**src/rtl/adc_seq_pkg.sv**
```systemverilog
package adc_seq_pkg;

    // Slot phases of the conversion sequencer.
    typedef enum logic [2:0] {
        ST_IDLE = 3'd0,
        ST_LEAD = 3'd1,
        ST_CMD  = 3'd2,
        ST_READ = 3'd3,
        ST_GAP  = 3'd4
    } seq_state_e;

endpackage

```
**src/rtl/adc_clk_div.sv**
```systemverilog
// Phase counter that splits every converter period into DIV system clocks.
module adc_clk_div #(
    parameter int DIV = 4
) (
    input  logic clk,
    input  logic rst_n,
    input  logic run,
    output logic rise_tick,
    output logic end_tick,
    output logic hi_nxt
);
    localparam int CW = (DIV > 2) ? $clog2(DIV) : 1;
    localparam int HALF = DIV / 2;
    localparam logic [CW-1:0] LAST_V = CW'(DIV - 1);
    localparam logic [CW-1:0] PRE_RISE_V = CW'(HALF - 1);
    localparam logic [CW-1:0] HALF_V = CW'(HALF);

    logic [CW-1:0] cnt_q;
    logic [CW-1:0] cnt_d;

    always_comb begin
        if (!run) begin
            cnt_d = '0;
        end else if (cnt_q == LAST_V) begin
            cnt_d = '0;
        end else begin
            cnt_d = cnt_q + 1'b1;
        end
    end

    always_ff @(posedge clk or negedge rst_n) begin
        if (!rst_n) begin
            cnt_q <= '0;
        end else begin
            cnt_q <= cnt_d;
        end
    end

    // The edge after end_tick closes a period (converter clock falls).
    assign end_tick  = run && (cnt_q == LAST_V);
    // The edge after rise_tick is the converter rising edge.
    assign rise_tick = run && (cnt_q == PRE_RISE_V);
    // High phase of the converter clock in the next cycle.
    assign hi_nxt    = (cnt_d >= HALF_V);

endmodule

```
**src/rtl/adc_cmd_shifter.sv**
```systemverilog
// Parallel-load, MSB-first command serializer with channel field hold.
module adc_cmd_shifter #(
    parameter int W     = 8,
    parameter int F_LSB = 4,
    parameter int F_W   = 3
) (
    input  logic           clk,
    input  logic           rst_n,
    input  logic           load,
    input  logic           shift,
    input  logic           tick,
    input  logic [W-1:0]   word,
    output logic           sdi,
    output logic [F_W-1:0] field
);
    logic [W-1:0] sreg_q;

    always_ff @(posedge clk or negedge rst_n) begin
        if (!rst_n) begin
            sreg_q <= '0;
            field  <= '0;
        end else if (load) begin
            sreg_q <= word;
            field  <= word[F_LSB +: F_W];
        end else if (shift) begin
            sreg_q <= {sreg_q[W-2:0], 1'b0};
        end
    end

    // Line updates only at period ends, i.e. when the converter clock falls.
    always_ff @(posedge clk or negedge rst_n) begin
        if (!rst_n) begin
            sdi <= 1'b0;
        end else if (shift) begin
            sdi <= sreg_q[W-1];
        end else if (tick) begin
            sdi <= 1'b0;
        end
    end

endmodule

```
**src/rtl/adc_rsp_capture.sv**
```systemverilog
// Deserializer for the valid result bits and the published result registers.
module adc_rsp_capture #(
    parameter int RES    = 12,
    parameter int DATA_W = 16,
    parameter int CH_W   = 3
) (
    input  logic              clk,
    input  logic              rst_n,
    input  logic              sample,
    input  logic              sdo,
    input  logic              done,
    input  logic [CH_W-1:0]   chan_in,
    output logic [DATA_W-1:0] data,
    output logic [CH_W-1:0]   addr,
    output logic              oe
);
    logic [RES-1:0] rx_q;

    always_ff @(posedge clk or negedge rst_n) begin
        if (!rst_n) begin
            rx_q <= '0;
        end else if (sample) begin
            rx_q <= {rx_q[RES-2:0], sdo};
        end
    end

    always_ff @(posedge clk or negedge rst_n) begin
        if (!rst_n) begin
            data <= '0;
            addr <= '0;
            oe   <= 1'b0;
        end else begin
            oe <= done;
            if (done) begin
                data <= DATA_W'(rx_q);
                addr <= chan_in;
            end
        end
    end

endmodule

```
**src/rtl/adc_frame_seq.sv**
```systemverilog
// Conversion-slot sequencer for a serial ADC link.
module adc_frame_seq
    import adc_seq_pkg::*;
#(
    parameter int DIV       = 4,
    parameter int SLOT_PER  = 28,
    parameter int LEAD_PER  = 2,
    parameter int CMD_BITS  = 8,
    parameter int READ_BITS = 16,
    parameter int RES_BITS  = 12,
    parameter int DATA_W    = 16,
    parameter int CH_LSB    = 4,
    parameter int CH_W      = 3
) (
    input  logic                clk,
    input  logic                rst_n,
    input  logic                start_n,
    input  logic [CMD_BITS-1:0] ctrl_word,
    input  logic                sdo,
    output logic                sclk,
    output logic                cs_n,
    output logic                sdi,
    output logic [DATA_W-1:0]   data,
    output logic [CH_W-1:0]     addr,
    output logic                oe
);
    localparam int GAP_PER = SLOT_PER - LEAD_PER - CMD_BITS - READ_BITS;
    localparam int PER_W   = $clog2(SLOT_PER);
    localparam logic [PER_W-1:0] LEAD_LAST = PER_W'(LEAD_PER - 1);
    localparam logic [PER_W-1:0] CMD_LAST  = PER_W'(CMD_BITS - 1);
    localparam logic [PER_W-1:0] READ_LAST = PER_W'(READ_BITS - 1);
    localparam logic [PER_W-1:0] GAP_LAST  = PER_W'(GAP_PER - 1);
    localparam logic [PER_W-1:0] RES_LIM   = PER_W'(RES_BITS);

    seq_state_e         state_q;
    seq_state_e         state_d;
    logic [PER_W-1:0]   per_q;
    logic [PER_W-1:0]   per_d;
    logic               run;
    logic               rise_tick;
    logic               end_tick;
    logic               hi_nxt;
    logic               load;
    logic               shift;
    logic               sample;
    logic               done;
    logic [CH_W-1:0]    chan;

    assign run = (state_q != ST_IDLE);

    adc_clk_div #(
        .DIV(DIV)
    ) u_div (
        .clk       (clk),
        .rst_n     (rst_n),
        .run       (run),
        .rise_tick (rise_tick),
        .end_tick  (end_tick),
        .hi_nxt    (hi_nxt)
    );

    // Next-state logic: phases advance only at converter period ends.
    always_comb begin
        state_d = state_q;
        per_d   = per_q;
        unique case (state_q)
            ST_IDLE: begin
                if (!start_n) begin
                    state_d = ST_LEAD;
                    per_d   = '0;
                end
            end
            ST_LEAD: begin
                if (end_tick) begin
                    if (per_q == LEAD_LAST) begin
                        state_d = ST_CMD;
                        per_d   = '0;
                    end else begin
                        per_d = per_q + 1'b1;
                    end
                end
            end
            ST_CMD: begin
                if (end_tick) begin
                    if (per_q == CMD_LAST) begin
                        state_d = ST_READ;
                        per_d   = '0;
                    end else begin
                        per_d = per_q + 1'b1;
                    end
                end
            end
            ST_READ: begin
                if (end_tick) begin
                    if (per_q == READ_LAST) begin
                        state_d = ST_GAP;
                        per_d   = '0;
                    end else begin
                        per_d = per_q + 1'b1;
                    end
                end
            end
            ST_GAP: begin
                if (end_tick) begin
                    if (per_q == GAP_LAST) begin
                        state_d = start_n ? ST_IDLE : ST_LEAD;
                        per_d   = '0;
                    end else begin
                        per_d = per_q + 1'b1;
                    end
                end
            end
            default: begin
                state_d = ST_IDLE;
                per_d   = '0;
            end
        endcase
    end

    // State register.
    always_ff @(posedge clk or negedge rst_n) begin
        if (!rst_n) begin
            state_q <= ST_IDLE;
            per_q   <= '0;
        end else begin
            state_q <= state_d;
            per_q   <= per_d;
        end
    end

    // Registered link outputs, derived from the next state.
    always_ff @(posedge clk or negedge rst_n) begin
        if (!rst_n) begin
            cs_n <= 1'b1;
            sclk <= 1'b0;
        end else begin
            cs_n <= !(state_d inside {ST_LEAD, ST_CMD, ST_READ});
            sclk <= (state_d inside {ST_CMD, ST_READ}) && hi_nxt;
        end
    end

    // Strobes for the datapath units.
    assign load   = (state_d == ST_LEAD) && (state_q != ST_LEAD);
    assign shift  = end_tick && (state_d == ST_CMD);
    assign sample = rise_tick && (state_q == ST_READ) && (per_q < RES_LIM);
    assign done   = end_tick && (state_q == ST_READ) && (per_q == READ_LAST);

    adc_cmd_shifter #(
        .W     (CMD_BITS),
        .F_LSB (CH_LSB),
        .F_W   (CH_W)
    ) u_cmd (
        .clk   (clk),
        .rst_n (rst_n),
        .load  (load),
        .shift (shift),
        .tick  (end_tick),
        .word  (ctrl_word),
        .sdi   (sdi),
        .field (chan)
    );

    adc_rsp_capture #(
        .RES    (RES_BITS),
        .DATA_W (DATA_W),
        .CH_W   (CH_W)
    ) u_rsp (
        .clk     (clk),
        .rst_n   (rst_n),
        .sample  (sample),
        .sdo     (sdo),
        .done    (done),
        .chan_in (chan),
        .data    (data),
        .addr    (addr),
        .oe      (oe)
    );

endmodule

```
**config.mk**
```make
export PLATFORM = sky130hd
export DESIGN_NAME = adc_frame_seq
export DESIGN_NICKNAME = d
export VERILOG_FILES = /design/src/rtl/adc_seq_pkg.sv /design/src/rtl/adc_clk_div.sv /design/src/rtl/adc_cmd_shifter.sv /design/src/rtl/adc_rsp_capture.sv /design/src/rtl/adc_frame_seq.sv
export SDC_FILE = /design/constraint.sdc
export NUM_CORES = 1
export LEC_CHECK = 0
export CAP_MARGIN = 40
export CORE_MARGIN = 1
export CORE_UTILIZATION = 30
export CTS_CLUSTER_DIAMETER = 50
export DETAILED_ROUTE_END_ITERATION = 12
export GPL_TIMING_DRIVEN = 0
export MAX_ROUTING_LAYER = met4
export PLACE_DENSITY_LB_ADDON = 0.25
export SETUP_SLACK_MARGIN = 0.02
export SYNTH_ARGS = -nofsm -noshare
export SYNTH_HDL_FRONTEND = slang
export SYNTH_SLANG_ARGS = --single-unit
export TNS_END_PERCENT = 20
```
**constraint.sdc**
```tcl
create_clock -name clk -period 2.4 [get_ports clk]
set_input_delay 0.48 -clock clk [delete_from_list [all_inputs] [get_ports clk]]
set_output_delay 0.48 -clock clk [all_outputs]
set_load 0.01 [all_outputs]
```
==> reports/metrics.csv, run 1 <==
metric,value,unit
status,completed,
die-area,0.008336,mm^2
synth_seq_cells,52,
cts_tree,built,
grt_overflow,0,
via_per_inst,4.702,
finalWeightedCongestion,0.8014,
cts-root-buf,clkbuf_8,
initial_core_util,0.3096,
regArea,0.001303,mm^2
final_layout_size_suffix_gt1_frac,0.2880,
fin_area,0.003080,mm^2
fin_nets,267,
yosysTopAreaCell,dfrtp_1,
worstSetupStartpointType,register,
dpl.hpwl,3060,um
netlist.area_leader.share,0.5335,
grt_pass1_wl,7803,um
ir_drop,0.4100,mV
die_h,91.30,um
crit_buf_inv,2,
syn_area,0.002392,mm^2
post-route-period-util,0.9681,
n_fill_cell,733,
track_usage,0.1207,
critical_path.cell_chain,ha_2 -> nand3_2 -> inv_2 -> ha_4 -> a21boi_2 -> a21bo_2 -> a2111oi_4 -> buf_6 -> mux2i_2 -> a21oi_1,
syn_to_final_growth,28.77,%
hold_violations,0,
avgSynthCellArea,11.96,um^2
dpl_cell_area,0.002846,mm^2
drv_cap,0,
vias,1655,
path_clk_slew,0.09,ns
slowest_delay,0.43,ns
slew_viol_final,0,
worstMarginPinSlew,0.5414,ns
postLayoutSetupSlackWorst,0.07662,ns
ant_nets,0,
io_buffers,30,
end_kind,register,
period_needed,2.323,ns
synth_edf_count,0,
cp_max_fo,8,
first_pass_iters,6,
crit_family,compound AO/OA/AOI/OAI gates,
synth_common_cells,"51 x dfrtp_1, 31 x mux2_2, 13 x nor2_1, 10 x a21oi_1, 10 x nand2_1",
rsz0062_at_grt,yes,
antenna_found_initial,0,
ctsHtreeMaxLevel,2,
pre_cts_slack,-0.3784,ns
setup_viol,0,
yosys_warnings,0,
n_antenna_cell,0,
drc,0,
die_w,91.30,um
grt_max_degree,36,
skew,0.009272,ns
ys.flop_type,dfrtp_1,
async_reset_ff_frac,1.000,
hold_ws,0.1063,ns
cts_max_path_buffers,2,
slew_headroom,0.6391,
clock_latency,0.30,ns
netlist-cell-type-count,36,
rows,32,
critPathKind,reg -> reg,
cp.arrival,2.50,ns
ios,35,
ys_seq_area_frac,0.5445,
cts_hold_buf,0,
crit_slowest_cell,dfrtp_1,
multi_input_area,0.001066,mm^2
power.leakage,1.401,nW
power,1.824,mW
numCtsBuffers,5,
grt_pass1_vias,1633,
netlist_instances,200,
hold_path.class,in -> async,
drt_iter0_drc,69,
core,0.007727,mm^2
yosysMostFrequentCell,dfrtp_1,
post_drt_wl_per_cell,12.92,um
synth.area.top_cells,"dfrtp_1 53%, mux2_2 15%, ha_1 3.1%, a21o_1 2.2%, a21oi_1 2.1%",
fmax,430.4,MHz
finalWirelength,4547,um
cp_data_required_time,2.58,ns
powerDensity,592.0,mW/mm^2
cts_num_sinks,52,
==> final timing paths <==
check	cells past startpoint	endpoint	slack [ns]	from
max in group asynchronous	2	u_rsp.data[2]	1.77	rst_n
max	10	u_cmd.sreg_q[4]	0.08	per_q[1]
max reg2reg	10	u_cmd.sreg_q[4]	0.08	per_q[1]
min reg2reg	1	u_cmd.sreg_q[1]	0.48	u_cmd.sreg_q[1]
min in group clk	1	u_cmd.sreg_q[1]	0.48	u_cmd.sreg_q[1]
min	1	u_cmd.field[1]	0.11	rst_n
==> kinds of logic after synthesis <==
| logic type | after synthesis | synth area share |
|---|---|---|
| muxes | 35 | 0.1627 |
| xor gates and xnor gates | 2 | 0.007324 |
| DFF | 52 | 0.5445 |
| buffers and inverters | 20 | 0.03766 |
| other | 1 | 0.001568 |
| adders and majority gates | 6 | 0.03138 |
| and+or+nand+nor | 49 | 0.1057 |
| AOI/OAI and AO/OA | 35 | 0.1093 |
==> flip-flops by register name, summed over array words and instances (netlist names) <==
name and count:
per_q 5, u_rsp.addr 3, cs_n 1, u_cmd.sreg_q 8
u_rsp.data 12, sclk 1, state_q 3, u_cmd.sdi 1
u_rsp.oe 1, u_cmd.field 3, u_div.cnt_q 2, u_rsp.rx_q 12
==> power by group <==
part	switching (mW)	internal, mW	leakage, nW
Combinational	0.113	0.140	0.662
Sequential	0.0675	0.917	0.684
Clock	0.276	0.310	0.0552
Total	0.457	1.37	1.40
==> layout by cell type (no fill, tap or decap), types with 2 or more instances in the layout <==
master	synthesis	routed
nor4_1	2	2
inv_1	7	5
clkdlybuf4s50_1	0	29
a22o_1	4	4
xnor2_1	2	2
conb_1	1	4
buf_4	4	11
a21oi_1	10	10
nor3_1	6	6
clkbuf_1	7	5
a21o_1	7	7
dfrtp_1	51	51
o21ai_0	4	4
nor2_1	13	13
or3_1	2	2
nand3_1	4	3
nand2_1	10	10
inv_2	0	2
ha_4	0	2
nor2b_1	6	5
clkbuf_2	0	3
mux2i_1	4	3
mux2_2	31	31
ha_1	6	3
clkbuf_8	0	5
==> timing repair <==
item	4_1_cts	5_1_grt
resized for setup	5	16
pin swaps	3	7
endpoints found under the setup margin	19	22
setup buffers	4	4
==> stage by stage <==
step / utilization / instances / TNS [ns]
after floorplan: - / 203 / -0.2204
final: 0.3986 / 352 / 0
after global routing: 0.3986 / 352 / -0.6623
after detailed placement: 0.3684 / 336 / -5.718
after CTS: 0.3873 / 348 / -0.4107
after global placement: 0.3664 / 335 / -42.63
==> area by class of cell <==
| cell class | instances | share of cell area |
|---|---|---|
| clock inverter | 2 | 0.01137 |
| inverter | 7 | 0.008530 |
| multi-input combinational | 131 | 0.3461 |
| timing repair buffer | 39 | 0.1231 |
| sequential | 52 | 0.4228 |
| clock buffer | 6 | 0.02356 |
| tap | 102 | 0.04143 |
| buffer | 13 | 0.02315 |
==> routing by layer <==
metal	routed length, um	GRT usage	vias to the layer above	part of all wire
met5	0	-	-	0
met4	78	0.05291	0	0.017
met3	174	0.02345	6	0.038
met2	2143	0.1862	37	0.47
met1	2151	0.1543	819	0.47
li1	-	-	793	-
Power figures use the tool's default switching activity.
==> inputs of run 2 (changes only) <==
--- a/config.mk
+++ b/config.mk
@@ -5,6 +5,7 @@
 export SDC_FILE = /design/constraint.sdc
 export NUM_CORES = 1
 export LEC_CHECK = 0
+export ABC_CLOCK_PERIOD_IN_PS = 2880
 export CAP_MARGIN = 40
 export CORE_MARGIN = 1
 export CORE_UTILIZATION = 30
@@ -14,6 +15,7 @@
 export MAX_ROUTING_LAYER = met4
 export PLACE_DENSITY_LB_ADDON = 0.25
 export SETUP_SLACK_MARGIN = 0.02
+export SLEW_MARGIN = 40
 export SYNTH_ARGS = -nofsm -noshare
 export SYNTH_HDL_FRONTEND = slang
 export SYNTH_SLANG_ARGS = --single-unit
==> constraint.sdc (replaced) <==
create_clock -name clk -period 2.88 [get_ports clk]
set_input_delay 0.576 -clock clk [delete_from_list [all_inputs] [get_ports clk]]
set_output_delay 0.576 -clock clk [all_outputs]
set_load 0.01 [all_outputs]
==> run 2 against run 1 <==
- clock skew up 0.0012 ns
- clock power down 17%
- final cell count down 2.0%
- wire length down 4.0%
- register-to-register slack better by 0.07 ns
- first-iteration DRC count down 10%
- die area unchanged
==> reports/metrics.csv, run 2 (synthesis gave the netlist of run 1 again) <==
metric,value,unit,change
postCtsResizedCells,0,,-5
cp_max_fo,10,,+2
dpl_cell_area,0.002849,mm^2,about the same
most-common-layout-cells,"51 x dfrtp_1, 31 x mux2_2, 29 x clkdlybuf4s50_1, 13 x nor2_1",,
grt_pass1_vias,1666,,+2.0%
die_h,91.30,um,unchanged
cts_hold_buf,0,,unchanged
final_layout_size_suffix_gt1_frac,0.2058,,-0.08224
period_needed,2.730,ns,+0.4068 ns
ctsHtreeMaxLevel,2,,unchanged
die-area,0.008336,mm^2,unchanged
track_usage,0.1180,,-0.002627
core,0.007727,mm^2,unchanged
critical_path.cell_chain,ha_1 -> nand3_1 -> inv_1 -> ha_1 -> nand3_1 -> nor2b_1 -> clkbuf_1 -> clkbuf_1 -> mux2_2,,
slew_headroom,0.5378,,-0.1012
top_regs,"u_rsp.data x12, u_rsp.rx_q x12, u_cmd.sreg_q x8",,
hold_ws,0.1161,ns,+0.009854 ns
ant_nets,0,,unchanged
n_fill_cell,746,,+1.8%
worstMarginPinSlew,0.6839,ns,+0.1425 ns
path_clk_slew,0.09,ns,about the same
fin_nets,260,,-2.6%
p_clk_frac,0.336,,+0.015
cp_data_required_time,3.07,ns,+0.49 ns
clock_latency,0.30,ns,about the same
regArea,0.001303,mm^2,unchanged
dpl.cell_count,336,,unchanged
fin_area,0.002964,mm^2,-3.8%
first_pass_iters,4,,-2
syn_to_final_growth,23.90,%,
postLayoutSetupSlackWorst,0.1499,ns,+0.07324 ns
ir_drop,0.2961,mV,-28%
skew,0.01044,ns,+0.001171 ns
worstSetupStartpointType,register,,
utilization,0.3836,,-0.01506
swShare,0.2429,,-0.007440
n_antenna_cell,0,,unchanged
status,completed,,
hold_path.class,in -> async,,
grt_max_degree,39,,+8.3%
slew_viol_final,0,,unchanged
drv_cap,0,,unchanged
cp.arrival,2.92,ns,+0.42 ns
post-route-period-util,0.9480,,-0.02011
power_frac_seq,0.556,,+0.016
ios,35,,unchanged
post_drt_wl_per_cell,12.65,um,-2.1%
finalWeightedCongestion,0.7803,,-2.6%
switchingPower,354.4,uW,-22%
hold_violations,0,,unchanged
drc,0,,unchanged
drt_iter0_drc,62,,-10%
rows,32,,unchanged
crit_buf_inv,3,,+1
die_w,91.30,um,unchanged
cts-root-buf,clkbuf_8,,
combPwrFrac,0.108,,-0.031
via_per_inst,4.638,,-1.4%
cts_num_sinks,52,,unchanged
io_buffers,30,,unchanged
slowest_delay,0.49,ns,+0.06 ns
cts_tree,built,,
numCtsBuffers,5,,unchanged
vias,1600,,-3.3%
initial_core_util,0.3096,,unchanged
crit_slowest_cell,clkbuf_1,,
grt_pass1_wl,7665,um,-1.8%
pre_cts_slack,0.07624,ns,+0.4547 ns
grt_overflow,0,,unchanged
fmax,366.3,MHz,-15%
finalWirelength,4364,um,-4.0%
end_kind,register,,
final_common_cell,dfrtp_1,,
crit_family,buffers and inverters,,
cts_max_path_buffers,2,,unchanged
power.leakage,1.354,nW,-3.3%
setup_viol,0,,unchanged
critPathKind,reg -> reg,,
rsz0062_at_grt,yes,,
antenna_found_initial,0,,unchanged
p_int,1.104,mW,-19%
power,1.459,mW,-20%
multi_input_area,0.001011,mm^2,-5.2%
final_cells,345,,-2.0%
powerDensity,492.1,mW/mm^2,-17%
fin_tns_setup,0,ns,unchanged
dpl.hpwl,3100,um,+1.3%
post_cts_buffers,0,,-4
[run 2: changes by cell type in the layout (fill, tap and decap cells not counted), sizes merged]
cell and delta:
clkbuf -1, buf -6
[run 2: area by class of cell]
| cell class | count | share of cell area |
|---|---|---|
| inverter | 7 | 0.008865 |
| buffer | 13 | 0.02153 |
| sequential | 52 | 0.4394 |
| clock buffer | 6 | 0.02448 |
| multi-input combinational | 131 | 0.3411 |
| clock inverter | 2 | 0.01182 |
| tap | 102 | 0.04306 |
| timing repair buffer | 32 | 0.1098 |
[run 2: layer usage]
metal  part of all wire  track usage  vias up
met3              0.041      0.02680        4
met1               0.49       0.1531      780
li1                   -            -      781
met4              0.011      0.04894        0
met5                  0            -        -
met2               0.46       0.1780       35
[run 2: power by group through the flow]
stage	sequential, mW	combinational, mW	clock, mW
2_1_floorplan	0.814	0.105	0
3_3_place_gp	0.824	0.153	0
3_5_place_dp	0.826	0.161	0
4_1_cts	0.811	0.163	0.511
5_1_grt	0.820	0.188	0.531
6_report	0.811	0.158	0.489
[run 2: path summary, 6_finish.rpt]
path	start	to	slack [ns]	cells past startpoint
hold / removal	rst_n	u_cmd.sreg_q[4]	0.12	1
hold reg to reg	u_cmd.sreg_q[7]	u_cmd.sdi	0.48	2
min in group clk	u_cmd.sreg_q[7]	u_cmd.sdi	0.48	2
max in group asynchronous	rst_n	u_rsp.rx_q[5]	2.30	2
setup reg to reg	per_q[0]	u_rsp.data[8]	0.15	9
setup / recovery	per_q[0]	u_rsp.data[8]	0.15	9
[run 2: worst reg2reg max path, stage by stage (launching register included)]
cell	delay (ns)
dfrtp_1	0.43
ha_1	0.21
nand3_1	0.11
inv_1	0.08
ha_1	0.23
nand3_1	0.13
nor2b_1	0.14
clkbuf_1	0.42
clkbuf_1	0.49
mux2_2	0.40
